==> src/rtl/sreg_pkg.sv <==
package sreg_pkg;
  localparam int SREG_W = 8;
  localparam int BIT_I  = 7;
  localparam int BIT_T  = 6;
  localparam int BIT_H  = 5;
  localparam int BIT_S  = 4;
  localparam int BIT_V  = 3;
  localparam int BIT_N  = 2;
  localparam int BIT_Z  = 1;
  localparam int BIT_C  = 0;
  typedef logic [SREG_W-1:0] sreg_t;
endpackage

==> src/rtl/sreg_flag_merge.sv <==
module sreg_flag_merge
  import sreg_pkg::*;
(
  input  sreg_t cur_i,
  input  sreg_t we_i,
  input  sreg_t val_i,
  output sreg_t nxt_o
);
  logic n_new, v_new, nv_upd;
  assign n_new  = we_i[BIT_N] ? val_i[BIT_N] : cur_i[BIT_N];
  assign v_new  = we_i[BIT_V] ? val_i[BIT_V] : cur_i[BIT_V];
  assign nv_upd = we_i[BIT_N] | we_i[BIT_V];

  // raw ALU inputs on the I and S positions have no path
  logic unused_alu_bits;
  assign unused_alu_bits = ^{we_i[BIT_I], we_i[BIT_S], val_i[BIT_I], val_i[BIT_S]};

  for (genvar b = 0; b < SREG_W; b++) begin : g_bit
    if (b == BIT_I) begin : g_ie
      assign nxt_o[b] = cur_i[b];
    end else if (b == BIT_S) begin : g_sign
      assign nxt_o[b] = nv_upd ? (n_new ^ v_new) : cur_i[b];
    end else begin : g_flag
      assign nxt_o[b] = we_i[b] ? val_i[b] : cur_i[b];
    end
  end
endmodule

==> src/rtl/sreg_ie_ctrl.sv <==
module sreg_ie_ctrl (
  input  logic ie_q_i,
  input  logic pend_i,
  input  logic set_i,
  input  logic clr_i,
  input  logic ret_i,
  output logic take_o,
  output logic ie_nxt_o
);
  // clear blocks in the same cycle; set only opens from the next one
  assign take_o = pend_i & ie_q_i & ~clr_i;

  always_comb begin
    if (take_o || clr_i)     ie_nxt_o = 1'b0;
    else if (set_i || ret_i) ie_nxt_o = 1'b1;
    else                     ie_nxt_o = ie_q_i;
  end
endmodule

==> src/rtl/status_reg_gate.sv <==
module status_reg_gate
  import sreg_pkg::*;
(
  input  logic              clk_i,
  input  logic              rst_ni,
  input  logic [SREG_W-1:0] alu_we_i,
  input  logic [SREG_W-1:0] alu_val_i,
  input  logic              ie_set_i,
  input  logic              ie_clr_i,
  input  logic              irq_ret_i,
  input  logic              ld_en_i,
  input  logic [SREG_W-1:0] ld_val_i,
  input  logic              irq_pend_i,
  output logic [SREG_W-1:0] sreg_o,
  output logic              irq_take_o
);
  sreg_t sreg_q, arith_nxt, merged_nxt;
  logic  ie_nxt;

  sreg_flag_merge u_flags (
    .cur_i (sreg_q),
    .we_i  (alu_we_i),
    .val_i (alu_val_i),
    .nxt_o (arith_nxt)
  );

  sreg_ie_ctrl u_ie (
    .ie_q_i   (sreg_q[BIT_I]),
    .pend_i   (irq_pend_i),
    .set_i    (ie_set_i),
    .clr_i    (ie_clr_i),
    .ret_i    (irq_ret_i),
    .take_o   (irq_take_o),
    .ie_nxt_o (ie_nxt)
  );

  always_comb begin
    merged_nxt        = arith_nxt;
    merged_nxt[BIT_I] = ie_nxt;
  end

  always_ff @(posedge clk_i or negedge rst_ni) begin
    if (!rst_ni)      sreg_q <= '0;
    else if (ld_en_i) sreg_q <= ld_val_i;
    else              sreg_q <= merged_nxt;
  end

  assign sreg_o = sreg_q;
endmodule

==> config.mk <==
export PLATFORM = sky130hd
export DESIGN_NAME = status_reg_gate
export DESIGN_NICKNAME = d
export VERILOG_FILES = /design/src/rtl/sreg_pkg.sv /design/src/rtl/sreg_flag_merge.sv /design/src/rtl/sreg_ie_ctrl.sv /design/src/rtl/status_reg_gate.sv
export SDC_FILE = /design/constraint.sdc
export NUM_CORES = 1
export LEC_CHECK = 0
export ABC_AREA = 1
export BUFFER_PORTS_ARGS = -buffer_cell sky130_fd_sc_hd__buf_4
export CORE_UTILIZATION = 35
export DETAILED_ROUTE_END_ITERATION = 16
export MAX_ROUTING_LAYER = met4
export PLACE_DENSITY = 0.73
export RECOVER_POWER = 100
export SETUP_SLACK_MARGIN = 0.5
export SLEW_MARGIN = 20
export SYNTH_ARGS = -nofsm -noshare
export SYNTH_HDL_FRONTEND = slang
export SYNTH_SLANG_ARGS = --single-unit
==> constraint.sdc <==
create_clock -name clk_i -period 1 [get_ports clk_i]
set_clock_uncertainty 0.05 [all_clocks]
set_input_delay 0.05 -clock clk_i [delete_from_list [all_inputs] [get_ports clk_i]]
set_output_delay 0.05 -clock clk_i [all_outputs]
set_load 0.005 [all_outputs]
==> Word-level counts from Yosys, hierarchy flattened <==
Cells that the tools add are included.
{ "word_totals": {"ff_bits": 8, "in_bits": 31, "output_inout_bits": 9} }
{ "classes": {"n_mux": 10, "bitwise_logic": 5, "n_reduce_logical": 8} }
{ "op_table": {"columns": ["op", "count"], "rows": [
  ["2-bit nonzero test", 5],
  ["1-bit 2-to-1 mux", 9],
  ["8-bit 2-to-1 mux", 1],
  ["3-bit nonzero test", 1],
  ["1-bit bitwise AND", 2],
  ["1-bit logical OR", 2],
  ["1-bit NOT", 1],
  ["1-bit bitwise OR", 1],
  ["1-bit XOR", 1]
]} }

==> Depth between registers and ports, before layout <==
{ "depth": {"ltp_word": 5, "ltp_mapped": 6, "mapped_depth_nobuf": 6} }

==> By module <==
A second synthesis with hierarchy kept.
{ "hier_totals": {"cells_unflattened": 72, "area_unflattened_um2": 506.7} }
{ "by_module_without_submodules": {"columns": ["module", "n_inst", "cells_each", "area_per_inst_um2", "seq_area_each_um2"], "rows": [
  ["status_reg_gate", 1, 34, 305.3, 200.2],
  ["sreg_flag_merge", 1, 31, 170.2, 0.0],
  ["sreg_ie_ctrl", 1, 7, 31.3, 0.0]
]} }

==> Worst setup path before layout <==
OpenSTA, ideal clock, no wires.
{ "synth_path": {"path_type": "flip-flop to flip-flop", "start": "reg sreg_q[2], in the netlist sreg_o[2]", "end": "reg sreg_q[4], in the netlist sreg_o[4]", "setup_time_ps": 117, "t_arrival_ps": 680, "required_ps": 833, "slack_ps": 153, "stages_incl_launch_ff": 7, "n_path_buf": 0, "cell_sequence": "dfrtp_1 -> inv_1 -> nand2_1 -> nand2_1 -> nand2_1 -> nand3_1 -> nand2_1"} }
{ "synth_between": {"elab_chain_len": 4} }
{ "synth_lines": {"columns": ["element", "line_no", "rtl"], "rows": [
  ["from (decl)", "status_reg_gate.sv:17", "sreg_t sreg_q, arith_nxt, merged_nxt;"],
  ["from (signal assigned)", "status_reg_gate.sv:44", "else if (ld_en_i) sreg_q <= ld_val_i;"],
  ["from (signal assigned)", "status_reg_gate.sv:45", "else sreg_q <= merged_nxt;"],
  ["1-bit 2-to-1 mux", null, null],
  ["1-bit XOR", "sreg_flag_merge.sv:22", "assign nxt_o[b] = nv_upd ? (n_new ^ v_new) : cur_i[b];"],
  ["1-bit 2-to-1 mux", "sreg_flag_merge.sv:22", null],
  ["8-bit 2-to-1 mux", "status_reg_gate.sv:44", null]
]} }
No other way between the ends. The select of a mux whose other input is x is not followed.
A chain may end at the register's enable or synchronous reset.

==> Final worst setup path <==
{ "layout_path": {"start": "reg sreg_q[7], in the netlist sreg_o[7]", "end": "out irq_take_o"} }
{ "layout_between": {"elab_chain_len": 2} }
{ "layout_lines": {"columns": ["element", "line_no", "rtl"], "rows": [
  ["1-bit bitwise AND (2 in a row)", "sreg_ie_ctrl.sv:11", "assign take_o = pend_i & ie_q_i & ~clr_i;"],
  ["to (decl)", "status_reg_gate.sv:15", "output logic irq_take_o"]
]} }
No other way between the ends.

==> results by group <==
Drt
  – Via count: 543
  – Drt total wl: 1140 um
  – Wirelength per Cell: 9.34 um
  – Detailed Routing Iterations Pass 1: 1
  – Post-route ant nets: 0
  – Vias per Instance: 4.45
  – DRC violation total after the first TritonRoute iteration: 0
  – Total DRC errors in the routed layout: 0

Layout
  – Max reg flops: 8
  – Post-layout instance area: 788 um^2
  – Total Nets Final: 141
  – Signed area change from the synthesized netlist to the final layout: 69.8%
  – Sequential cell area in the final layout: 200 um^2
  – Ratio of cells with drive above 1 in the final layout: 38.9%
  – Area of the multi-input gates: 209 um^2
  – Final-layout fill cell count: 111
  – Ant. Diodes: 0

Global routing
  – First-pass GRT wire length: 1670 um
  – Number of global-route vias before repair: 434
  – Met1 track utilization from global routing: 20.5%
  – All-Layer GR Usage: 17.6%
  – GRT overflow: 0
  – Grt peak-use layer: met2
  – Pin count of the biggest net entering global routing: 14
  – Global routing usage on met2: 28.0%
  – Initial antenna violation count: 0
  – Met3 Use GR: 3.49%

Setup path
  – Length in cells of the worst reg-to-reg path: 6
  – CP top delay family: flip-flops
  – CP max stage delay: 390 ps
  – Endpoint type of the worst setup path: output port
  – Number of cells on the critical path: 3
  – Classification of the worst setup path: register to output port
  – Maximum fanout count along the critical path: 3
  – Arrival @ worst endpoint: 880 ps
  – Cell at the slowest stage of the critical path: sky130_fd_sc_hd__dfrtp_1
  – Cell breakdown of the critical path: nand2_1 > nor2_1 > buf_4
  – WP buf/inv: 1
  – Startpoint types: register
  – Required time reported for the critical path endpoint: 900 ps

Timing
  – Ratio of final minimum period to clock period: 97.7%
  – Number of pins exceeding their max-slew limit in the final report: 0
  – Setup-failing EPs final: 0
  – Transition time of the tightest slew-check pin: 422 ps
  – Unrepaired setup endpoints after global routing: true
  – Fmax: 1020 MHz
  – Final critical-path setup slack: 23.3 ps
  – Post-route worst hold slack: -38.7 ps
  – Shortest period the worst path allows: 977 ps
  – Final Hold Fails: 7
  – Max-Slew Margin vs Limit: 71.9%

CTS
  – Root Buffer Master: sky130_fd_sc_hd__clkbuf_4
  – Hold-fix buffers, CTS: 1
  – Clock transition at path regs: 50 ps
  – Clk_lat worst skew: 250 ps
  – Clock sink total: 8
  – CTS tree: built
  – Cts bufs inserted: 3
  – Maximum buffer depth of the clock tree: 2
  – CTS H-tree lvls: 1

Logic synthesis
  – Synth Cell Area: 464 um^2
  – Complex-gate fraction of the synthesized area: 13.7%
  – Sequential-to-total area share from yosys stat: 43.1%
  – Gate Count Post-Synth: 69
  – Net count of the mapped netlist: 100
  – Synth cell types: 14
  – Share of synthesized cell area in full adder, half adder and majority cells: 0%
  – Dominant combinational cell family by area after synthesis: simple AND/OR/NAND/NOR gates
  – Post-Synth Simple-Gate Area: 29.4%
  – Xor and xnor fraction of the mapped netlist area: 0%
  – Number of synthesized register bits: 8
  – Syn. warnings: 0
  – Mux cell area share after synthesis: 0%
  – Mean Syn Cell Area: 6.73 um^2

Floorplan
  – Die outline area: 1480 um^2
  – Floorplan Core Area: 1170 um^2
  – Initial Utilization: 39.6%
  – Die width: 38.4 um
  – I/O pin count: 40
  – Number of standard-cell rows in the floorplan: 12
  – Die Ht: 38.4 um

Place
  – Count of buffers from port buffering: 35
  – Placed inst area: 726 um^2
  – Routability Congestion: 0.664
  – DP Worst Slack: 110 ps
  – Detailed-placement wirelength estimate: 911 um

Power
  – Leak pwr: 0.000444 uW
  – Worst IR Drop VDD: 0.673 mV
  – PD cells: 1090 nW/um^2

Hold path
  – Hold Path Cell Cnt: 3
  – Worst hold path type: input pin to register

Job
  – Number of max-cap violations: 0

Run status
  – Violated checks: negative hold slack
  – Status: finished, violations left
==> layout make-up <==
type                       instances  area share [%]
timing repair buffer              38            37.3
clock buffer                       3            2.86
tap                               14            2.22
sequential                         8            25.4
inverter                          12            5.71
multi-input combinational         47            26.5
==> cell usage after synthesis <==
library cell | instances | area share, %
sky130_fd_sc_hd__a21oi_2 | 1 | 1.9
sky130_fd_sc_hd__buf_4 | 1 | 1.6
sky130_fd_sc_hd__buf_6 | 1 | 2.4
sky130_fd_sc_hd__clkinv_1 | 1 | 0.81
sky130_fd_sc_hd__dfrtp_1 | 8 | 43
sky130_fd_sc_hd__inv_1 | 9 | 7.3
sky130_fd_sc_hd__inv_2 | 2 | 1.6
sky130_fd_sc_hd__nand2_1 | 26 | 21
sky130_fd_sc_hd__nand3_1 | 1 | 1.1
sky130_fd_sc_hd__nand4_1 | 1 | 1.3
sky130_fd_sc_hd__nor2_1 | 6 | 4.9
sky130_fd_sc_hd__nor3_1 | 1 | 1.1
sky130_fd_sc_hd__o21ai_0 | 9 | 9.7
sky130_fd_sc_hd__o21ai_1 | 2 | 2.2
==> worst reg2reg max path: stages, from the launching register on <==
cell and delay [ps]:
sky130_fd_sc_hd__dfrtp_1 400, sky130_fd_sc_hd__inv_1 60, sky130_fd_sc_hd__nand2_1 40, sky130_fd_sc_hd__nand2_1 80, sky130_fd_sc_hd__nand2_1 60, sky130_fd_sc_hd__nand3_1 60, sky130_fd_sc_hd__nand2_1 50
==> per-layer routing <==
| metal | vias to the layer above | wire length, um |
|---|---|---|
| met5 | - | 0 |
| met4 | 0 | 11 |
| met3 | 2 | 53 |
| met2 | 17 | 566 |
| met1 | 236 | 509 |
| li1 | 288 | - |
==> kinds of logic (layout without fill, tap and decap cells) <==
group | count (synthesis) | after routing
flops | 8 | 8
compound gates | 12 | 12
buf+inv | 14 | 53
simple gates | 35 | 35
==> final timing paths <==
kind                                         end  slack, ps                  start
max reg2reg                sreg_o[4]$_DFFE_PN0P_        100    sreg_o[3]$_DFF_PN0_
max                                   irq_take_o         20  sreg_o[7]$_DFFE_PN0P_
min in group asynchronous  sreg_o[7]$_DFFE_PN0P_        200                 rst_ni
max in group asynchronous  sreg_o[0]$_DFFE_PN0P_        410                 rst_ni
min reg2reg                sreg_o[1]$_DFFE_PN0P_        510  sreg_o[1]$_DFFE_PN0P_
min                        sreg_o[1]$_DFFE_PN0P_        -40            ld_val_i[1]
==> layout by cell type (no fill, tap or decap) <==
| cell type | instances |
|---|---|
| sky130_fd_sc_hd__inv_1 | 9 |
| sky130_fd_sc_hd__nor3_2 | 1 |
| sky130_fd_sc_hd__o21ai_1 | 5 |
| sky130_fd_sc_hd__buf_6 | 1 |
| sky130_fd_sc_hd__dlygate4sd3_1 | 1 |
| sky130_fd_sc_hd__inv_2 | 2 |
| sky130_fd_sc_hd__clkdlybuf4s15_2 | 2 |
| sky130_fd_sc_hd__a21oi_2 | 1 |
| sky130_fd_sc_hd__nor2_1 | 6 |
| sky130_fd_sc_hd__clkdlybuf4s15_1 | 1 |
| sky130_fd_sc_hd__clkinv_1 | 1 |
| sky130_fd_sc_hd__clkbuf_4 | 6 |
| sky130_fd_sc_hd__dfrtp_1 | 8 |
| sky130_fd_sc_hd__nand2_1 | 26 |
| sky130_fd_sc_hd__nand3_1 | 1 |
| sky130_fd_sc_hd__clkbuf_1 | 2 |
| sky130_fd_sc_hd__nand4_1 | 1 |
| sky130_fd_sc_hd__buf_4 | 28 |
| sky130_fd_sc_hd__o21ai_2 | 1 |
| sky130_fd_sc_hd__o21ai_0 | 5 |
==> metrics by stage <==
step / std cells / hold slack (ps) / utilization, % / TNS [ps] / total power (uW)
floorplan: 69 / -296 / - / 0 / 469
global placement: 116 / -176 / 62.0 / 0 / 607
detailed placement: 116 / -175 / 62.0 / 0 / 613
CTS: 121 / -35.9 / 68.1 / 0 / 882
global route: 122 / -41.2 / 67.3 / -37.0 / 919
finish: 122 / -38.7 / 67.3 / 0 / 859
==> repair_timing <==
item / 4_1_cts / 5_1_grt
pin swaps: 6 / 2
endpoints found under the hold margin: 15 / 6
buffers inserted: 1 / 1
endpoints found under the setup margin: 17 / 17
gates resized for setup: 8 / 5
==> power breakdown <==
part	switching, uW	leakage [uW]	internal (uW)
clock network	106	0.0000138	137
registers	18.7	0.0000954	355
logic	98.7	0.000335	144
(Power assumes the default switching activity.)
